**src/rtl/sgid_pkg.sv**
```systemverilog
package sgid_pkg;

    localparam int NUM_SGI = 16;
    localparam int SGI_W   = 4;
    localparam int LIST_W  = 8;

    typedef enum logic [1:0] {
        FLT_LIST   = 2'd0,
        FLT_OTHERS = 2'd1,
        FLT_SELF   = 2'd2,
        FLT_RSVD   = 2'd3
    } filt_e;

    typedef struct packed {
        filt_e              mode;
        logic [LIST_W-1:0]  list;
        logic [SGI_W-1:0]   irq;
    } sgi_cmd_t;

    function automatic sgi_cmd_t unpack_cmd(input logic [31:0] word);
        sgi_cmd_t c;
        c.irq  = word[3:0];
        c.list = word[23:16];
        c.mode = filt_e'(word[25:24]);
        return c;
    endfunction

endpackage

```
**src/rtl/sgid_decode.sv**
```systemverilog
module sgid_decode
    import sgid_pkg::*;
#(
    parameter int NUM_CPUS = 8,
    parameter int CPU_W    = 3,
    parameter int CNT_W    = 4
) (
    input  logic [31:0]         word,
    input  logic [CPU_W-1:0]    req_id,
    input  logic [CNT_W-1:0]    online_cnt,
    output logic [NUM_CPUS-1:0] targets,
    output logic [SGI_W-1:0]    irq
);

    sgi_cmd_t              cmd;
    logic [NUM_CPUS-1:0]   online_mask;
    logic [NUM_CPUS-1:0]   self_mask;

    assign cmd = unpack_cmd(word);
    assign irq = cmd.irq;

    for (genvar i = 0; i < NUM_CPUS; i++) begin : g_cpu
        assign online_mask[i] = (CNT_W'(i) < online_cnt);
        assign self_mask[i]   = (CPU_W'(i) == req_id);
    end

    always_comb begin
        unique case (cmd.mode)
            FLT_LIST:   targets = cmd.list[NUM_CPUS-1:0] & online_mask;
            FLT_OTHERS: targets = online_mask & ~self_mask;
            FLT_SELF:   targets = self_mask;
            default:    targets = '0;
        endcase
    end

endmodule

```
**src/rtl/sgid_bank.sv**
```systemverilog
module sgid_bank
    import sgid_pkg::*;
#(
    parameter int NUM_CPUS = 8,
    parameter int CPU_W    = 3
) (
    input  logic                          clk,
    input  logic                          rst,
    input  logic                          upd,
    input  logic [SGI_W-1:0]              irq,
    input  logic [CPU_W-1:0]              req_id,
    output logic [NUM_SGI-1:0]            pend_o,
    output logic [NUM_SGI*NUM_CPUS-1:0]   src_o
);

    logic [NUM_SGI-1:0]                 pend_q;
    logic [NUM_SGI-1:0][NUM_CPUS-1:0]   src_q;

    always_ff @(posedge clk) begin
        if (rst) begin
            pend_q <= '0;
            src_q  <= '0;
        end else if (upd) begin
            pend_q[irq] <= 1'b1;
            if (int'(req_id) < NUM_CPUS)
                src_q[irq][req_id] <= 1'b1;
        end
    end

    assign pend_o = pend_q;
    assign src_o  = src_q;

    // pending bits are only ever added to
    a_r6_pend_sticky: assert property (@(posedge clk) disable iff (rst)
        1'b1 |=> ((pend_q & $past(pend_q)) == $past(pend_q)));

    // an update marks the named interrupt
    a_r6_pend_mark: assert property (@(posedge clk) disable iff (rst)
        upd |=> pend_q[$past(irq)]);

    // an update records the sender
    a_r7_src_mark: assert property (@(posedge clk) disable iff (rst)
        (upd && int'(req_id) < NUM_CPUS) |=> src_q[$past(irq)][$past(req_id)]);

    // without an update nothing moves
    a_r6_idle_stable: assert property (@(posedge clk) disable iff (rst)
        !upd |=> ($stable(pend_q) && $stable(src_q)));

endmodule

```
**src/rtl/sgid_dispatch.sv**
```systemverilog
module sgid_dispatch
    import sgid_pkg::*;
#(
    parameter int NUM_CPUS = 8,
    localparam int CPU_W   = (NUM_CPUS > 1) ? $clog2(NUM_CPUS) : 1,
    localparam int CNT_W   = $clog2(NUM_CPUS + 1)
) (
    input  logic                                 clk,
    input  logic                                 rst,
    input  logic                                 wr_en,
    input  logic [31:0]                          wr_data,
    input  logic [CPU_W-1:0]                     req_id,
    input  logic [CNT_W-1:0]                     online_cnt,
    output logic [31:0]                          rd_data,
    output logic                                 done,
    output logic [NUM_CPUS-1:0]                  hit,
    output logic [NUM_CPUS*NUM_SGI-1:0]          pend,
    output logic [NUM_CPUS*NUM_SGI*NUM_CPUS-1:0] src
);

    localparam int SRC_PER_CPU = NUM_SGI * NUM_CPUS;

    logic [NUM_CPUS-1:0] targets;
    logic [SGI_W-1:0]    irq;
    logic [NUM_CPUS-1:0] hit_q;
    logic                done_q;

    sgid_decode #(
        .NUM_CPUS (NUM_CPUS),
        .CPU_W    (CPU_W),
        .CNT_W    (CNT_W)
    ) i_decode (
        .word       (wr_data),
        .req_id     (req_id),
        .online_cnt (online_cnt),
        .targets    (targets),
        .irq        (irq)
    );

    for (genvar c = 0; c < NUM_CPUS; c++) begin : g_bank
        sgid_bank #(
            .NUM_CPUS (NUM_CPUS),
            .CPU_W    (CPU_W)
        ) i_bank (
            .clk    (clk),
            .rst    (rst),
            .upd    (wr_en & targets[c]),
            .irq    (irq),
            .req_id (req_id),
            .pend_o (pend[c*NUM_SGI +: NUM_SGI]),
            .src_o  (src[c*SRC_PER_CPU +: SRC_PER_CPU])
        );
    end

    always_ff @(posedge clk) begin
        if (rst) begin
            hit_q  <= '0;
            done_q <= 1'b0;
        end else begin
            hit_q  <= wr_en ? targets : '0;
            done_q <= wr_en;
        end
    end

    assign hit     = hit_q;
    assign done    = done_q;
    assign rd_data = '0;

    // done follows each strobe by exactly one cycle
    a_r8_done_after_write: assert property (@(posedge clk) disable iff (rst)
        wr_en |=> done);
    a_r8_done_quiet: assert property (@(posedge clk) disable iff (rst)
        !wr_en |=> !done);
    a_r8_hit_with_done: assert property (@(posedge clk) disable iff (rst)
        (hit != '0) |-> done);

    // reserved filter hits nobody
    a_r5_reserved_idle: assert property (@(posedge clk) disable iff (rst)
        (wr_en && wr_data[25:24] == 2'd3) |=> (hit == '0));

    // the requester never targets itself with filter 1
    a_r3_no_self: assert property (@(posedge clk) disable iff (rst)
        (wr_en && wr_data[25:24] == 2'd1 && int'(req_id) < NUM_CPUS)
            |=> !hit[$past(req_id)]);

    // filter 2 hits only the requester
    a_r4_self_only: assert property (@(posedge clk) disable iff (rst)
        (wr_en && wr_data[25:24] == 2'd2 && int'(req_id) < NUM_CPUS)
            |=> ($onehot0(hit) && hit[$past(req_id)]));

endmodule

```
**config.mk**
```make
export PLATFORM = sky130hd
export DESIGN_NAME = sgid_dispatch
export DESIGN_NICKNAME = d
export VERILOG_FILES = /design/src/rtl/sgid_pkg.sv /design/src/rtl/sgid_decode.sv /design/src/rtl/sgid_bank.sv /design/src/rtl/sgid_dispatch.sv
export SDC_FILE = /design/constraint.sdc
export NUM_CORES = 2
export LEC_CHECK = 0
export BUFFER_PORTS_ARGS = -buffer_cell sky130_fd_sc_hd__buf_4
export CORE_AREA = 2 2 484 486
export DETAILED_ROUTE_END_ITERATION = 10
export DIE_AREA = 0 0 486 488
export SLEW_MARGIN = 0
export SYNTH_ARGS = -nofsm -noshare
export SYNTH_HDL_FRONTEND = slang
export SYNTH_SLANG_ARGS = --single-unit
```
**constraint.sdc**
```tcl
create_clock -name clk -period 2.8 [get_ports clk]
set_input_delay 0.56 -clock clk [delete_from_list [all_inputs] [get_ports clk]]
set_output_delay 0.56 -clock clk [all_outputs]
set_load 0.02 [all_outputs]
```
; ---- After elaboration in Yosys (flattened, before gate mapping)
; Cells that the tools add are included.
[totals]
regBits = 1161
in_bits = 42
[op_classes]
order_cmp = 12
eq_ne = 9
mux = 7
bitwise = 28
reduce_logical = 5
[op_table]
columns = op, n
row1 = $or 128x128->128, 8
row2 = $or 16x16->16, 8
row3 = $demux 8 s4, 1
row4 = $pmux 8 s3, 1
row5 = $and 8x8->8, 2
row6 = $lt 3x4->1 const A, 4
row7 = $eq 3x3->1 const A, 4
row8 = $and 1x1->1, 8
row9 = $lt 1x4->1 const A, 2
row10 = $lt 2x4->1 const A, 2
row11 = $mux 8, 1
row12 = $not 8->8, 1
row13 = $eq 2x3->1 const A, 2
row14 = $lt 4x5->1 const B, 1
row15 = $demux 1 s4, 1
row16 = $ge 4x1->1 const B, 1
row17 = $lt 3x4->1 const B, 1
row18 = $demux 1 s3, 1
row19 = $eq 1x3->1 const A, 1
row20 = $ge 3x1->1 const B, 1
row21 = $logic_not 3->1, 1
row22 = $eq 2x1->1 const B, 1
row23 = $eq 2x2->1 const B, 1
row24 = $logic_and 1x1->1, 2
row25 = other kinds (4), 5

; ---- Logic depth before layout (Yosys ltp)
[depth]
ltp_word = 7
ltp_mapped = 9
ltp_nobuf = 5

; ---- Hierarchy
; From an unflattened synthesis, not the netlist that was laid out.
[hier_totals]
hier_cells = 4155
hier_area_um2 = 38664.6
[by_module_without_submodules]
columns = mod, n_inst, cells_each, area_per_inst_um2
row1 = sgid_bank, 8, 505, 4715.8
row2 = sgid_dispatch, 1, 60, 579.3
row3 = sgid_decode, 1, 55, 359.1

; ---- Worst setup path after synthesis
; No wires, ideal clock.
[synth_timing]
kind = input to register
from = in online_cnt[3]
to = reg g_bank[0].i_bank.pend_q[1]
setup_time_ns = 0.122
arrival_time_ns = 2.094
slack_ns = 0.583
path_stages = 7
path_buffers = 3
path_cell_list = buf_2 > or4_4 > a32oi_4 > o31a_4 > buf_12 > buf_12 > o2bb2ai_2
[synth_via]
elab_chain_len = 4
word_cells_on_any_way = 5
[synth_lines]
columns = item, line
row1 = "start, declared", sgid_dispatch.sv:13  ; input logic [CNT_W-1:0] online_cnt,
row2 = $lt 1x4->1 *, sgid_decode.sv:23  ; assign online_mask[i] = (CNT_W'(i) < online_cnt);
row3 = $and 8x8->8 (on tied branches), "sgid_decode.sv:30, sgid_decode.sv:29"
row4 = $pmux 8 s3 *, sgid_decode.sv:28  ; unique case (cmd.mode)
row5 = $and 1x1->1 *, sgid_dispatch.sv:47  ; .upd (wr_en & targets[c]),
row6 = "end signal, assigned", sgid_bank.sv:21  ; pend_q <= '0;
row7 = "end signal, assigned by index", sgid_bank.sv:24  ; pend_q[irq] <= 1'b1;
row8 = "end, declared", sgid_bank.sv:16  ; logic [NUM_SGI-1:0] pend_q;
; Mark *: on every way between the ends. The rest lies on a longest branch, timed or not.
; A chain may end at the register's enable or synchronous reset.

; ---- Worst setup path after layout
[layout_timing]
from = reg g_bank[6].i_bank.src_q, in the netlist g_bank[6].i_bank.src_o[122]
to = out src[890]
[layout_lines]
columns = item, line
row1 = "start, declared", sgid_bank.sv:17  ; logic [NUM_SGI-1:0][NUM_CPUS-1:0] src_q;
row2 = "start signal, assigned", sgid_bank.sv:22  ; src_q <= '0;
row3 = "start signal, assigned by index", sgid_bank.sv:26  ; src_q[irq][req_id] <= 1'b1;
row4 = "end, declared", sgid_dispatch.sv:18  ; output logic [NUM_CPUS*NUM_SGI*NUM_CPUS-1:0] src
; No word-level cell between the ends.

==> flow_summary.json <==
{
  "cts_resized": 0,
  "cp_max_fo": 2,
  "pwr_density_cell_mw_per_mm2": 635,
  "r2r_setup_slack_ns": 2.00,
  "slowest_delay_ns": 0.46,
  "hold_class": "in2reg",
  "route.detailed.drc": 0,
  "viasPerCell": 4.31,
  "syn_area_per_cell_um2": 12.3,
  "path_clk_slew_ns": 0.06,
  "antenna_found_initial": 18,
  "finalCritPeriodShare_pct": 71.2,
  "grt_pass1_vias": 31314,
  "fmax_mhz": 502,
  "cts_root_buffer": "clkbuf_16",
  "cp-end-kind": "primary output",
  "async_flop_share_pct": 0,
  "timing.final.crit_period_ns": 1.99,
  "ctsHoldBuffers": 0,
  "crit_path_start_kind": "flop",
  "drt-total-wl_mm": 198,
  "finish.utilization_pct": 24.0,
  "whs_path_depth": 2,
  "die_height_um": 488,
  "hp-start": "wr_data[3]",
  "clockBufferDepth": 3,
  "synth_seq_cells": 1161,
  "crit_type": "reg2out",
  "area_growth_pct": 48.1,
  "row_count": 177,
  "drt-pass1-iter-count": 7,
  "routedWlPerCell_um": 26.6,
  "tightest_slew_ns": 1.04,
  "synthesis.area_mm2": 0.0376,
  "post_cts_buffers": 0,
  "slowest_stage": "dfxtp_1",
  "antenna_left": 0,
  "cpLargestDelayFamily": "flip-flops",
  "yosys-top-cells-area": "dfxtp_1 62%, o2bb2ai_1 22%, o2bb2ai_2 4.0%",
  "fin_nets": 4317,
  "yosysWarningCount": 0,
  "setup_violations": 0,
  "vias": 32034,
  "coreArea_mm2": 0.232,
  "synth_top_flop_cell": "dfxtp_1",
  "mostFrequentLayoutCells": "1341 x buf_4, 1161 x dfxtp_1, 943 x o2bb2ai_1, 187 x nand2_1, 120 x clkbuf_16",
  "grt_setup_unrepaired": "false",
  "start_util_pct": 16.2,
  "cts.sinks": 1161,
  "drt_iter0_drc": 1952,
  "finalSetupTns_ns": 0,
  "hold_violations": 0,
  "io_buffers": 1184,
  "slew_headroom_pct": 30.9,
  "worstHoldEndpoint": "g_bank[4].i_bank.src_o[12]$_SDFFE_PP0P_",
  "critPathRequiredTime_ns": 2.24,
  "reg2reg_from": "g_bank[6].i_bank.src_o[122]$_SDFFE_PP0P_",
  "skew_ns": 0,
  "cts_tree": "yes",
  "yosysTopAreaCell": "dfxtp_1",
  "status": "finished clean",
  "synthCells": 3065,
  "drv_slew": 0,
  "grt_max_degree": 91,
  "die-area_mm2": 0.237,
  "layout_commonest_cell": "buf_4",
  "synth_cell_types": 50,
  "grt_use_total_pct": 15.9,
  "numCtsBuffers": 120,
  "overflow": 0,
  "place_hpwl_mm": 143,
  "rr_worst_depth": 2,
  "regToRegEndpoint": "g_bank[6].i_bank.src_o[122]$_SDFFE_PP0P_",
  "worstPathCellList": "buf_4",
  "drv_cap": 0,
  "grt_pass1_wl_mm": 266,
  "seq_area_frac_synth_pct": 61.8,
  "p_leak_nw": 21.2,
  "h-tree-depth": 3,
  "gp_congestion": 0.828,
  "synth_top_area_share_pct": 61.8,
  "dieWidth_um": 486,
  "worstPathArrival_ns": 1.43,
  "clk_latency_ns": 0.78,
  "ios": 1235,
  "drive_above_1_share_pct": 40.1,
  "vdd_ir_drop_max_uv": 616,
  "path_buf_inv": 1,
  "synth-edff-count": 0
}
-- cell families after synthesis --
kind of cell           count (synthesis)  share of synthesized area, %
other                                  1                       0.00998
DFF                                 1161                          61.8
AOI/OAI and AO/OA                   1256                          30.1
buffers and inverters                382                          4.93
and+or+nand+nor                      264                          3.13
muxes                                  1                        0.0266
-- layout make-up --
type / instances / area, um2
multi-input cells: 1553 / 12900
well taps: 3043 / 3810
clock inverters: 62 / 748
clock buffers: 165 / 3410
fillers: 24446 / 176000
flip-flops and latches: 1161 / 23200
repair buffers: 1408 / 11400
diodes: 10 / 25.0
inverters: 31 / 124
-- synthesized netlist by cell type, types with 4 or more instances --
cell	count
buf_2	68
buf_4	39
o2bb2ai_2	100
inv_1	30
buf_1	6
clkbuf_1	226
a31oi_1	4
nand2_1	187
o21ai_0	87
o221ai_1	6
o2bb2ai_1	943
buf_12	11
nand2b_1	8
a32oi_1	87
nor3_2	6
dfxtp_1	1161
o32ai_1	15
nor2_1	29
nor3_1	4
-- per-layer routing --
layer  vias to the layer above  part of all wire, %  track usage, %
met5                         -               0.0096               0
met4                         2                  4.5            6.95
met3                       329                  8.5            4.60
met2                      1680                   46            25.5
met1                     15839                   41            19.6
li1                      14184                    -               -
-- metrics by stage --
step / power [mW] / setup slack, ns / std cells / hold slack (ns) / cell area (um2)
after floorplan: 17.9 / 0.583 / 3096 / 0.530 / 37700
after global placement: 18.9 / 0.0990 / 7196 / 0.445 / 51500
after detailed placement: 18.9 / 0.0869 / 7196 / 0.447 / 51500
after CTS: 35.8 / 0.689 / 7423 / 0.0554 / 55600
after global routing: 36.5 / 0.738 / 7425 / 0.118 / 55600
final: 35.3 / 0.807 / 7433 / 0.176 / 55700
-- state kept, by name, summed over array words and instances (netlist names) --
register and flops:
done 1, g_bank.i_bank.pend_o 128, g_bank.i_bank.src_o 1024, hit 8
-- worst max-delay path by stage --
stage | startpoint | end | slack (ns) | depth (start not counted)
6_report | g_bank[6].i_bank.src_o[122]$_SDFFE_PP0P_ | src[890] | 0.81 | 1
5_1_grt | g_bank[6].i_bank.src_o[78]$_SDFFE_PP0P_ | src[846] | 0.74 | 1
4_1_cts | g_bank[6].i_bank.src_o[122]$_SDFFE_PP0P_ | src[890] | 0.69 | 1
3_5_place_dp | req_id[2] | g_bank[3].i_bank.src_o[3]$_SDFFE_PP0P_ | 0.09 | 7
3_3_place_gp | req_id[2] | g_bank[3].i_bank.src_o[121]$_SDFFE_PP0P_ | 0.1 | 7
2_1_floorplan | online_cnt[3] | g_bank[0].i_bank.pend_o[1]$_SDFFE_PP0P_ | 0.58 | 7
-- power by group --
group,switching [mW],leakage [nW],internal (mW)
logic,1.45,9.81,0.487
clock network,7.35,2.03,9.46
registers,0.0246,9.35,16.6
total,8.83,21.2,26.5
Note: power is estimated with default switching activity, not from simulation.
